`src/rtl/steer_pkg.sv`:
```
package steer_pkg;
  // width of the group and instance fields of the selector
  localparam int FLD_W = 8;

  typedef struct packed {
    logic             mcast;
    logic [FLD_W-1:0] grp;
    logic [FLD_W-1:0] inst;
  } sel_t;

  localparam sel_t SEL_RESET = '{mcast: 1'b1, grp: '0, inst: '0};
endpackage

```
`src/rtl/steer_sel.sv`:
```
module steer_sel
  import steer_pkg::*;
#(
  parameter int DATA_W    = 32,
  parameter int GROUPS    = 4,
  parameter int PER_GROUP = 4,
  localparam int N        = GROUPS * PER_GROUP,
  localparam int IDX_W    = (N > 1) ? $clog2(N) : 1
) (
  input  logic              clk,
  input  logic              rst,
  input  logic              wr_sel,
  input  logic [DATA_W-1:0] wdata,
  input  logic [N-1:0]      avail,
  output sel_t              sel_q,
  output logic [IDX_W-1:0]  idx,
  output logic              idx_ok,
  output logic [DATA_W-1:0] sel_word
);
  localparam int WIDE_W = 2 * FLD_W + 1;

  logic [WIDE_W-1:0] wide_idx;
  logic              in_range;

  always_ff @(posedge clk) begin
    if (rst) begin
      sel_q <= SEL_RESET;
    end else if (wr_sel) begin
      sel_q.mcast <= wdata[DATA_W-1];
      sel_q.grp   <= wdata[2*FLD_W-1:FLD_W];
      sel_q.inst  <= wdata[FLD_W-1:0];
    end
  end

  always_comb begin
    wide_idx = WIDE_W'(sel_q.grp) * WIDE_W'(PER_GROUP) + WIDE_W'(sel_q.inst);
    in_range = (int'(sel_q.grp) < GROUPS) && (int'(sel_q.inst) < PER_GROUP);
    idx      = IDX_W'(wide_idx);
    idx_ok   = in_range && avail[idx];
    sel_word = '0;
    sel_word[DATA_W-1]          = sel_q.mcast;
    sel_word[2*FLD_W-1:FLD_W]   = sel_q.grp;
    sel_word[FLD_W-1:0]         = sel_q.inst;
  end
endmodule

```
`src/rtl/steer_sem.sv`:
```
module steer_sem (
  input  logic clk,
  input  logic rst,
  input  logic take,
  input  logic give,
  output logic held
);
  always_ff @(posedge clk) begin
    if (rst)       held <= 1'b0;
    else if (give) held <= 1'b0;
    else if (take) held <= 1'b1;
  end
endmodule

```
`src/rtl/steer_store.sv`:
```
module steer_store #(
  parameter int DATA_W = 32,
  parameter int N      = 16,
  localparam int IDX_W = (N > 1) ? $clog2(N) : 1
) (
  input  logic                clk,
  input  logic                rst,
  input  logic                wr_all,
  input  logic                wr_one,
  input  logic [IDX_W-1:0]    idx,
  input  logic [DATA_W-1:0]   wdata,
  input  logic [N-1:0]        avail,
  output logic [N*DATA_W-1:0] bank
);
  for (genvar i = 0; i < N; i++) begin : g_copy
    logic [DATA_W-1:0] q;
    always_ff @(posedge clk) begin
      if (rst) q <= '0;
      else if ((wr_all && avail[i]) || (wr_one && idx == IDX_W'(i))) q <= wdata;
    end
    assign bank[i*DATA_W +: DATA_W] = q;
  end
endmodule

```
`src/rtl/steer_bank.sv`:
```
module steer_bank
  import steer_pkg::*;
#(
  parameter int DATA_W    = 32,
  parameter int ADDR_W    = 8,
  parameter int GROUPS    = 4,
  parameter int PER_GROUP = 4,
  parameter logic [ADDR_W-1:0] SEL_ADDR = 8'h10,
  parameter logic [ADDR_W-1:0] SEM_ADDR = 8'h14,
  parameter logic [ADDR_W-1:0] REG_ADDR = 8'h20,
  localparam int N     = GROUPS * PER_GROUP,
  localparam int IDX_W = (N > 1) ? $clog2(N) : 1
) (
  input  logic              clk,
  input  logic              rst,
  input  logic              wr_en,
  input  logic              rd_en,
  input  logic [ADDR_W-1:0] addr,
  input  logic [DATA_W-1:0] wdata,
  input  logic [N-1:0]      avail,
  output logic [DATA_W-1:0] rdata
);
  sel_t                sel_q;
  logic [IDX_W-1:0]    idx;
  logic                idx_ok;
  logic [DATA_W-1:0]   sel_word;
  logic                sem_held;
  logic [N*DATA_W-1:0] bank;
  logic                hit_sel, hit_sem, hit_reg;
  logic [DATA_W-1:0]   rd_next;

  assign hit_sel = (addr == SEL_ADDR);
  assign hit_sem = (addr == SEM_ADDR);
  assign hit_reg = (addr == REG_ADDR);

  steer_sel #(.DATA_W(DATA_W), .GROUPS(GROUPS), .PER_GROUP(PER_GROUP)) u_sel (
    .clk(clk), .rst(rst), .wr_sel(wr_en && hit_sel), .wdata(wdata),
    .avail(avail), .sel_q(sel_q), .idx(idx), .idx_ok(idx_ok), .sel_word(sel_word)
  );

  steer_sem u_sem (
    .clk(clk), .rst(rst), .take(rd_en && hit_sem),
    .give(wr_en && hit_sem && wdata[0]), .held(sem_held)
  );

  steer_store #(.DATA_W(DATA_W), .N(N)) u_store (
    .clk(clk), .rst(rst),
    .wr_all(wr_en && hit_reg && sel_q.mcast),
    .wr_one(wr_en && hit_reg && !sel_q.mcast && idx_ok),
    .idx(idx), .wdata(wdata), .avail(avail), .bank(bank)
  );

  always_comb begin
    rd_next = '0;
    if (hit_sel)                rd_next = sel_word;
    else if (hit_sem)           rd_next[0] = !sem_held;
    else if (hit_reg && idx_ok) rd_next = bank[idx*DATA_W +: DATA_W];
  end

  always_ff @(posedge clk) begin
    if (rst)        rdata <= '0;
    else if (rd_en) rdata <= rd_next;
  end
endmodule

```
`config.mk`:
```
export PLATFORM = sky130hd
export DESIGN_NAME = steer_bank
export DESIGN_NICKNAME = d
export VERILOG_FILES = /design/src/rtl/steer_pkg.sv /design/src/rtl/steer_sel.sv /design/src/rtl/steer_sem.sv /design/src/rtl/steer_store.sv /design/src/rtl/steer_bank.sv
export SDC_FILE = /design/constraint.sdc
export NUM_CORES = 1
export LEC_CHECK = 0
export ABC_CLOCK_PERIOD_IN_PS = 4150
export BUFFER_PORTS_ARGS = -buffer_cell sky130_fd_sc_hd__buf_2
export CAP_MARGIN = 15
export CORE_MARGIN = 3
export CORE_UTILIZATION = 30
export DETAILED_ROUTE_END_ITERATION = 10
export HOLD_SLACK_MARGIN = 0.1
export PLACE_DENSITY_LB_ADDON = 0.3
export SETUP_SLACK_MARGIN = 0.05
export SYNTH_ARGS = -nofsm -noshare
export SYNTH_HDL_FRONTEND = slang
export SYNTH_SLANG_ARGS = --single-unit
```
`constraint.sdc`:
```
create_clock -name clk -period 4.15 [get_ports clk]
set_clock_uncertainty 0.2 [all_clocks]
set_input_delay 0.415 -clock clk [delete_from_list [all_inputs] [get_ports clk]]
set_output_delay 0.415 -clock clk [all_outputs]
set_load 0.02 [all_outputs]
```
After elaboration in Yosys (flattened, before gate mapping):

Index checks and enable logic that the tools add are counted.

* bits of input ports: 60
* memories kept: 0
* latch bits: 0
* bits in registers: 562
* RAM bits: 0
* memory bits (read-only): 0

* div/mod/pow operators: 0
* multiply operators: 0
* order comparisons: 3
* $add $sub $neg: 1
* reductions and logical operators: 63
* mux-type cells: 6
* shift-type cells: 1
* bitwise operators: 0
* equal/unequal tests: 18

Operators with widths (number)
* $shiftx 512x10->32: 1
* $mux 32: 2
* $logic_and 1x1->1: 43
* $eq 4x4->1 const B: 8
* $mux 31: 1
* $eq 4x3->1 const B: 4
* $eq 8x5->1 const B: 2
* $logic_or 1x1->1: 16
* $lt 8x3->1 const B: 2
* $eq 4x2->1 const B: 2
* $eq 8x6->1 const B: 1
* $lt 4x5->1 const B: 1
* $add 4x4->4: 1
* $bmux 1 s4: 1
* $eq 4x1->1 const B: 1
* $logic_not 4->1: 1
* $logic_not 1->1: 2
* $mux 1: 2
* $reduce_or 2->1: 1

Logic depth before layout (Yosys ltp):

* word-level depth: 8
* depth in mapped cells: 10
* depth with buffers taken out: 6

Cells and area by module:

From an unflattened synthesis, not the netlist that was laid out.

* cell total of the unflattened synthesis: 4079
* area total of the unflattened synthesis: 34486.8 um2

Modules (own cells, without submodules)
* steer_store: sequential area each 10249.8 um2, cells each 3188, area each 27116.0 um2, instances 1
* steer_bank: sequential area each 640.6 um2, cells each 785, area each 6281.0 um2, instances 1
* steer_sel: sequential area each 340.3 um2, cells each 103, area each 1056.0 um2, instances 1
* steer_sem: sequential area each 20.0 um2, cells each 3, area each 33.8 um2, instances 1

Worst setup path after synthesis:

OpenSTA, ideal clock, no wires.

* path kind: input port to flip-flop
* from: input port addr[0]
* to: register u_store.g_copy[15].q[10]
* data required time: 3818 ps
* arrival: 2607 ps
* stages on the path: 10
* slack: 1211 ps
* path through: or4_4 > or3_1 > buf_2 > buf_6 > buf_6 > or4_1 > buf_2 > buf_6 > nand3_2 > a21oi_1

* longest elaborated chain between the ends: 6
* elaborated cells on any way between the ends: 8

Ends and longest elaborated chain
* from (decl): RTL line steer_bank.sv:18 `input logic [ADDR_W-1:0] addr,`
* $eq 8x6->1 (*): RTL line steer_bank.sv:34 `assign hit_reg = (addr == REG_ADDR);`
* $logic_and 1x1->1 (*): RTL line steer_bank.sv:48, steer_bank.sv:49
* $logic_and 1x1->1 (2 in a row): RTL line steer_bank.sv:49 `.wr_one(wr_en && hit_reg && !sel_q.mcast && idx_ok),`
* $logic_and 1x1->1: RTL line steer_store.sv:19 `else if ((wr_all && avail[i]) || (wr_one && idx == IDX_W'(i))) q <= wdata;`
* $logic_or 1x1->1 (*): RTL line steer_store.sv:19
* to (signal assigned): RTL line steer_store.sv:19
* to (decl): RTL line steer_store.sv:16 `logic [DATA_W-1:0] q;`

Every way passes the cells marked *; elsewhere a longest branch is shown, timed or not.
A chain may end at the register's enable or synchronous reset.

Final worst setup path:

* from: register, netlist name u_sel.sel_q[0]
* to: register rdata[1]

* longest elaborated chain between the ends: 8
* elaborated cells on any way between the ends: 11

Ends and longest elaborated chain
* branches (longest 5 deep; another with $add 4x4->4)
* $mux 32 (*): RTL line steer_bank.sv:57 `else if (hit_reg && idx_ok) rd_next = bank[idx*DATA_W +: DATA_W];`
* $mux 31 (*): RTL line steer_bank.sv:56 `else if (hit_sem) rd_next[0] = !sem_held;`
* $mux 32 (*): RTL line steer_bank.sv:55 `if (hit_sel) rd_next = sel_word;`
* to (signal assigned): RTL line steer_bank.sv:62 `else if (rd_en) rdata <= rd_next;`
* to (decl): RTL line steer_bank.sv:21 `output logic [DATA_W-1:0] rdata`

Mark *: on every way between the ends. The select of a mux whose other input is x is not followed.

==> results <==
- Across the whole layout, storage elements account for 11300 um^2.
- VDD sags by at most 0.310 mV.
- The CTS tree is yes.
- The relative max-transition margin is 33.3%.
- In the post-synthesis netlist, the biggest area contributors are sky130_fd_sc_hd__dfxtp_1, sky130_fd_sc_hd__mux4_2, sky130_fd_sc_hd__a21oi_1, sky130_fd_sc_hd__o21ai_0, sky130_fd_sc_hd__nand3_2.
- For this run, the total global-route usage over all layers was measured as 20.5%.
- In this run the power density over the cells is 379 nW/um^2.
- Dividing the detail-routed wire length by the instance count gives 24.7 um.
- The effective utilization at floorplan is 30.5%.
- In the final design database the tool counted 2867 nets.
- The number of I/O pins is 92.
- The worst register-to-register path has a depth of 6.
- The instance count of the mapped netlist is 2878.
- STA puts the critical path data required time at 4.41 ns.
- Setup violations remaining at the end of the flow were counted as 0.
- The CTS buffer count is 57.
- The global-route track usage on met1 is 28.6%.
- The launch instance of the worst min-delay path is avail[10].
- The die width is 304 um.
- The floorplan has 108 rows.
- The total wire length is 98.8 mm.
- The largest delay contributor family on the critical path is simple AND/OR/NAND/NOR gates.
- The number of buffers and inverters on the critical path is 1.
- The residual antenna-violating net count after detailed routing is 0.
- The flow ran to the end, and the final reports show no timing, DRC or antenna violations.
- The slowest library cell on the worst path is sky130_fd_sc_hd__dfxtp_4.
- Clock latency on the worst-skew pair, taken at its later pin, is 0.63 ns.
- The endpoint of the most critical register-to-register path is rdata[1]$_SDFFE_PP0P_.
- The detailed router finished its first iteration with 2492 violations.
- The number of vias in the routed layout is 23591.
- The global routing stage identified its most utilized layer as met2.
- The number of nets in the synthesized netlist is 2939.
- The worst hold path passes through 4 cells.
- The post-synthesis cell type with the largest combined area is sky130_fd_sc_hd__dfxtp_1.
- For the final routed database, the setup TNS stands at 0 ns.
- The maximum clock frequency is 278 MHz.
- The number of warning messages in the yosys log is 0.
- The global routing usage on met3 is 3.37%.
- The weighted congestion at the end of routability-driven global placement is 0.824.
- In this design, the stage delay of the slowest critical-path cell is 0.72 ns.
- The critical path startpoint is u_sel.sel_q[0]$_SDFFE_PP0P_.
- In this run the worst path has a maximum fanout of 22.
- The die covers 92700 um^2.
- After floorplanning, the core was sized to cover 87600 um^2.
- The type of the worst setup path is register to register.
- Setup repair after global routing left no endpoint under its margin.
- The total clock sinks is 562.
- For this run, the leading register cell type out of synthesis is sky130_fd_sc_hd__dfxtp_1.
- The maximum clock path buffer count is 3.
- The post-route netlist has 23.5% of its cells at a drive strength greater than 1.
- The critical path goes through mux4_2 > nand3_1 > nand4_1 > buf_4 > a32oi_1 > a211oi_1.
- Clock-pin slew was measured on the worst setup and hold paths at 0.07 ns.
- The number of different library cells used by synthesis comes to 39.
- The max-slew violation count is 0.
- In this run the critical register-to-register path is launched from u_sel.sel_q[0]$_SDFFE_PP0P_.
- The remaining global-route overflow is 0.
- The via count normalized by instance count is 5.89.
- The total standard cell area after synthesis is 26700 um^2.
- The register-to-register path setup slack is 0.55 ns.
- Summed over all nets, the half-perimeter wirelength after detailed placement is 58.6 mm.
- The standby leakage power is 9.01 nW.
- After synthesis, the share of flip-flops with an asynchronous set or reset is 0%.
- The DRC violation count after routing is 0.
- The worst setup path is launched from a register.
- The initial antenna violation count is 4.
- Counting instances in the post-synthesis netlist gives the leading cell types as sky130_fd_sc_hd__dfxtp_1, sky130_fd_sc_hd__a21oi_1, sky130_fd_sc_hd__o21ai_0.
- The number of global-route vias before repair is 22389.
- The area used by multi-input combinational logic is 13900 um^2.
- The number of gates resized after cts is 0.
- The first-pass GRT wire length is 150 mm.
- The maximum number of pins on one net before global-route repair is 121.
- The number of synthesized flops with an enable pin is 0.
- The number of detailed-route iterations in the first pass is 5.
- The tool flagged a number of max-cap violations equal to 0.
- Summing internal, switching and leakage power gives 0.0115 W.
- The final critical path takes up 86.8% of the cycle.
- From synthesis to final layout, the design area changed by 13.8%.
- The kind of capture point of the worst setup path is a register.
- The number of levels in the clock H-tree is 2.
- Counting flops and latches in the post-synthesis netlist gives 562.
- Port buffering added 91 buffers.
- In the global route stage, met2 resource usage came out at 32.8%.
- The most common cell in the synthesized netlist is sky130_fd_sc_hd__dfxtp_1.
- After layout, the minimum clock period comes to 3.60 ns.
- The die is 304 um tall.
- The synthesized design devotes to its leading area cell type 42.1% of total area.
- For hold timing, the worst endpoint is u_store.g_copy[10].q[5]$_SDFFE_PP0P_.
- After filler insertion, the fill cell instance count of the layout stands at 8856.
- The transition at the pin with the smallest max-transition slack is 0.993 ns.
- The part of the Yosys area used for sequential elements is 42.1%.
- Each instance of the synthesized netlist takes up on average 9.29 um^2.
- Data arrives at the worst endpoint at 3.86 ns.
- The final-report hold violation count is 0.
- The min-delay analysis places its worst path in the category primary input to register.
- CTS placed an instance of sky130_fd_sc_hd__clkbuf_16 at the clock tree root.
==> cell usage in the layout (no fill, tap or decap), types with 5 or more instances in the layout <==
cell and count:
sky130_fd_sc_hd__a21oi_1 529, sky130_fd_sc_hd__and2_1 17, sky130_fd_sc_hd__o21ai_0 526, sky130_fd_sc_hd__buf_4 95, sky130_fd_sc_hd__nor4_4 11, sky130_fd_sc_hd__a211oi_1 16
sky130_fd_sc_hd__clkbuf_1 12, sky130_fd_sc_hd__clkinv_2 10, sky130_fd_sc_hd__a32oi_1 16, sky130_fd_sc_hd__mux4_2 163, sky130_fd_sc_hd__nand3_1 336, sky130_fd_sc_hd__clkbuf_8 14
sky130_fd_sc_hd__or4_2 6, sky130_fd_sc_hd__nand3_2 181, sky130_fd_sc_hd__buf_2 90, sky130_fd_sc_hd__clkbuf_16 57, sky130_fd_sc_hd__inv_1 15, sky130_fd_sc_hd__nor2_1 21
sky130_fd_sc_hd__dlygate4sd3_1 34, sky130_fd_sc_hd__nor4_2 7, sky130_fd_sc_hd__nand3b_1 5, sky130_fd_sc_hd__or4_1 10, sky130_fd_sc_hd__nand2_1 65, sky130_fd_sc_hd__buf_12 11
sky130_fd_sc_hd__nand2_2 6, sky130_fd_sc_hd__dfxtp_1 560, sky130_fd_sc_hd__bufinv_16 11
==> kinds of logic (layout without fill, tap and decap cells) <==
family,count (synthesis),after routing,synth area share (%)
AOI/OAI and AO/OA,1093,1093,20.9
and+or+nand+nor,680,680,16.5
DFF,562,562,42.1
buffers and inverters,377,350,6.50
muxes,163,163,13.7
xor gates and xnor gates,2,2,0.173
adders and majority gates,1,1,0.0468
other,0,1,0
==> through the flow <==
step	hold slack, ns	util, %	cell area (um^2)	instances	setup WS [ns]
global placement	0.240	32.0	28000	3868	0.569
detailed placement	0.243	32.0	28000	3868	0.546
global route	0.141	34.7	30400	4006	0.412
floorplan	0.236	-	26700	2878	1.21
CTS	0.119	34.7	30400	4006	0.590
finish	0.129	34.7	30400	4007	0.548
==> cell type report <==
cell class	count	area share (%)
clock buffers	83	5.47
diodes	1	0.00823
inverters	15	0.185
well taps	1155	4.75
flip-flops and latches	562	37.0
multi-input cells	1939	45.6
repair buffers	231	5.72
clock inverters	21	1.25
==> how the worst max path moves through the flow <==
stage,to,cells after the start
2_1_floorplan,u_store.g_copy[15].q[10]$_SDFFE_PP0P_,10
3_3_place_gp,u_store.g_copy[10].q[31]$_SDFFE_PP0P_,7
3_5_place_dp,u_store.g_copy[4].q[25]$_SDFFE_PP0P_,8
4_1_cts,rdata[1]$_SDFFE_PP0P_,6
5_1_grt,rdata[1]$_SDFFE_PP0P_,6
6_report,rdata[1]$_SDFFE_PP0P_,6
==> report_power, final <==
group          switching (W)  internal (W)
registers         0.00000659       0.00540
clock network        0.00229       0.00345
logic               0.000274     0.0000869
==> tightest hold or removal path, delay by kind of cell <==
family	cells	cell delay, ns
AND/OR/NAND/NOR	2	0.34
AO/OA/AOI/OAI	1	0.05
buffers and inverters	1	0.11
==> flip-flops by register name, indices dropped and copies added, names as in the netlist <==
signal            flops
u_store.g_copy.q    512
u_sel.sel_q          17
u_sem.held            1
rdata                32
==> layer usage <==
layer | up-vias | share of wire [%]
li1 | 10482 | -
met1 | 11861 | 42
met2 | 1065 | 47
met3 | 181 | 8.2
met4 | 2 | 2.7
met5 | - | 0.018
==> what timing repair did <==
item / 4_1_cts / 5_1_grt
hold buffers: 34 / 0
hold endpoints to repair: 491 / 0
setup buffers: 0 / 0
Note: power is estimated with default switching activity, not from simulation.
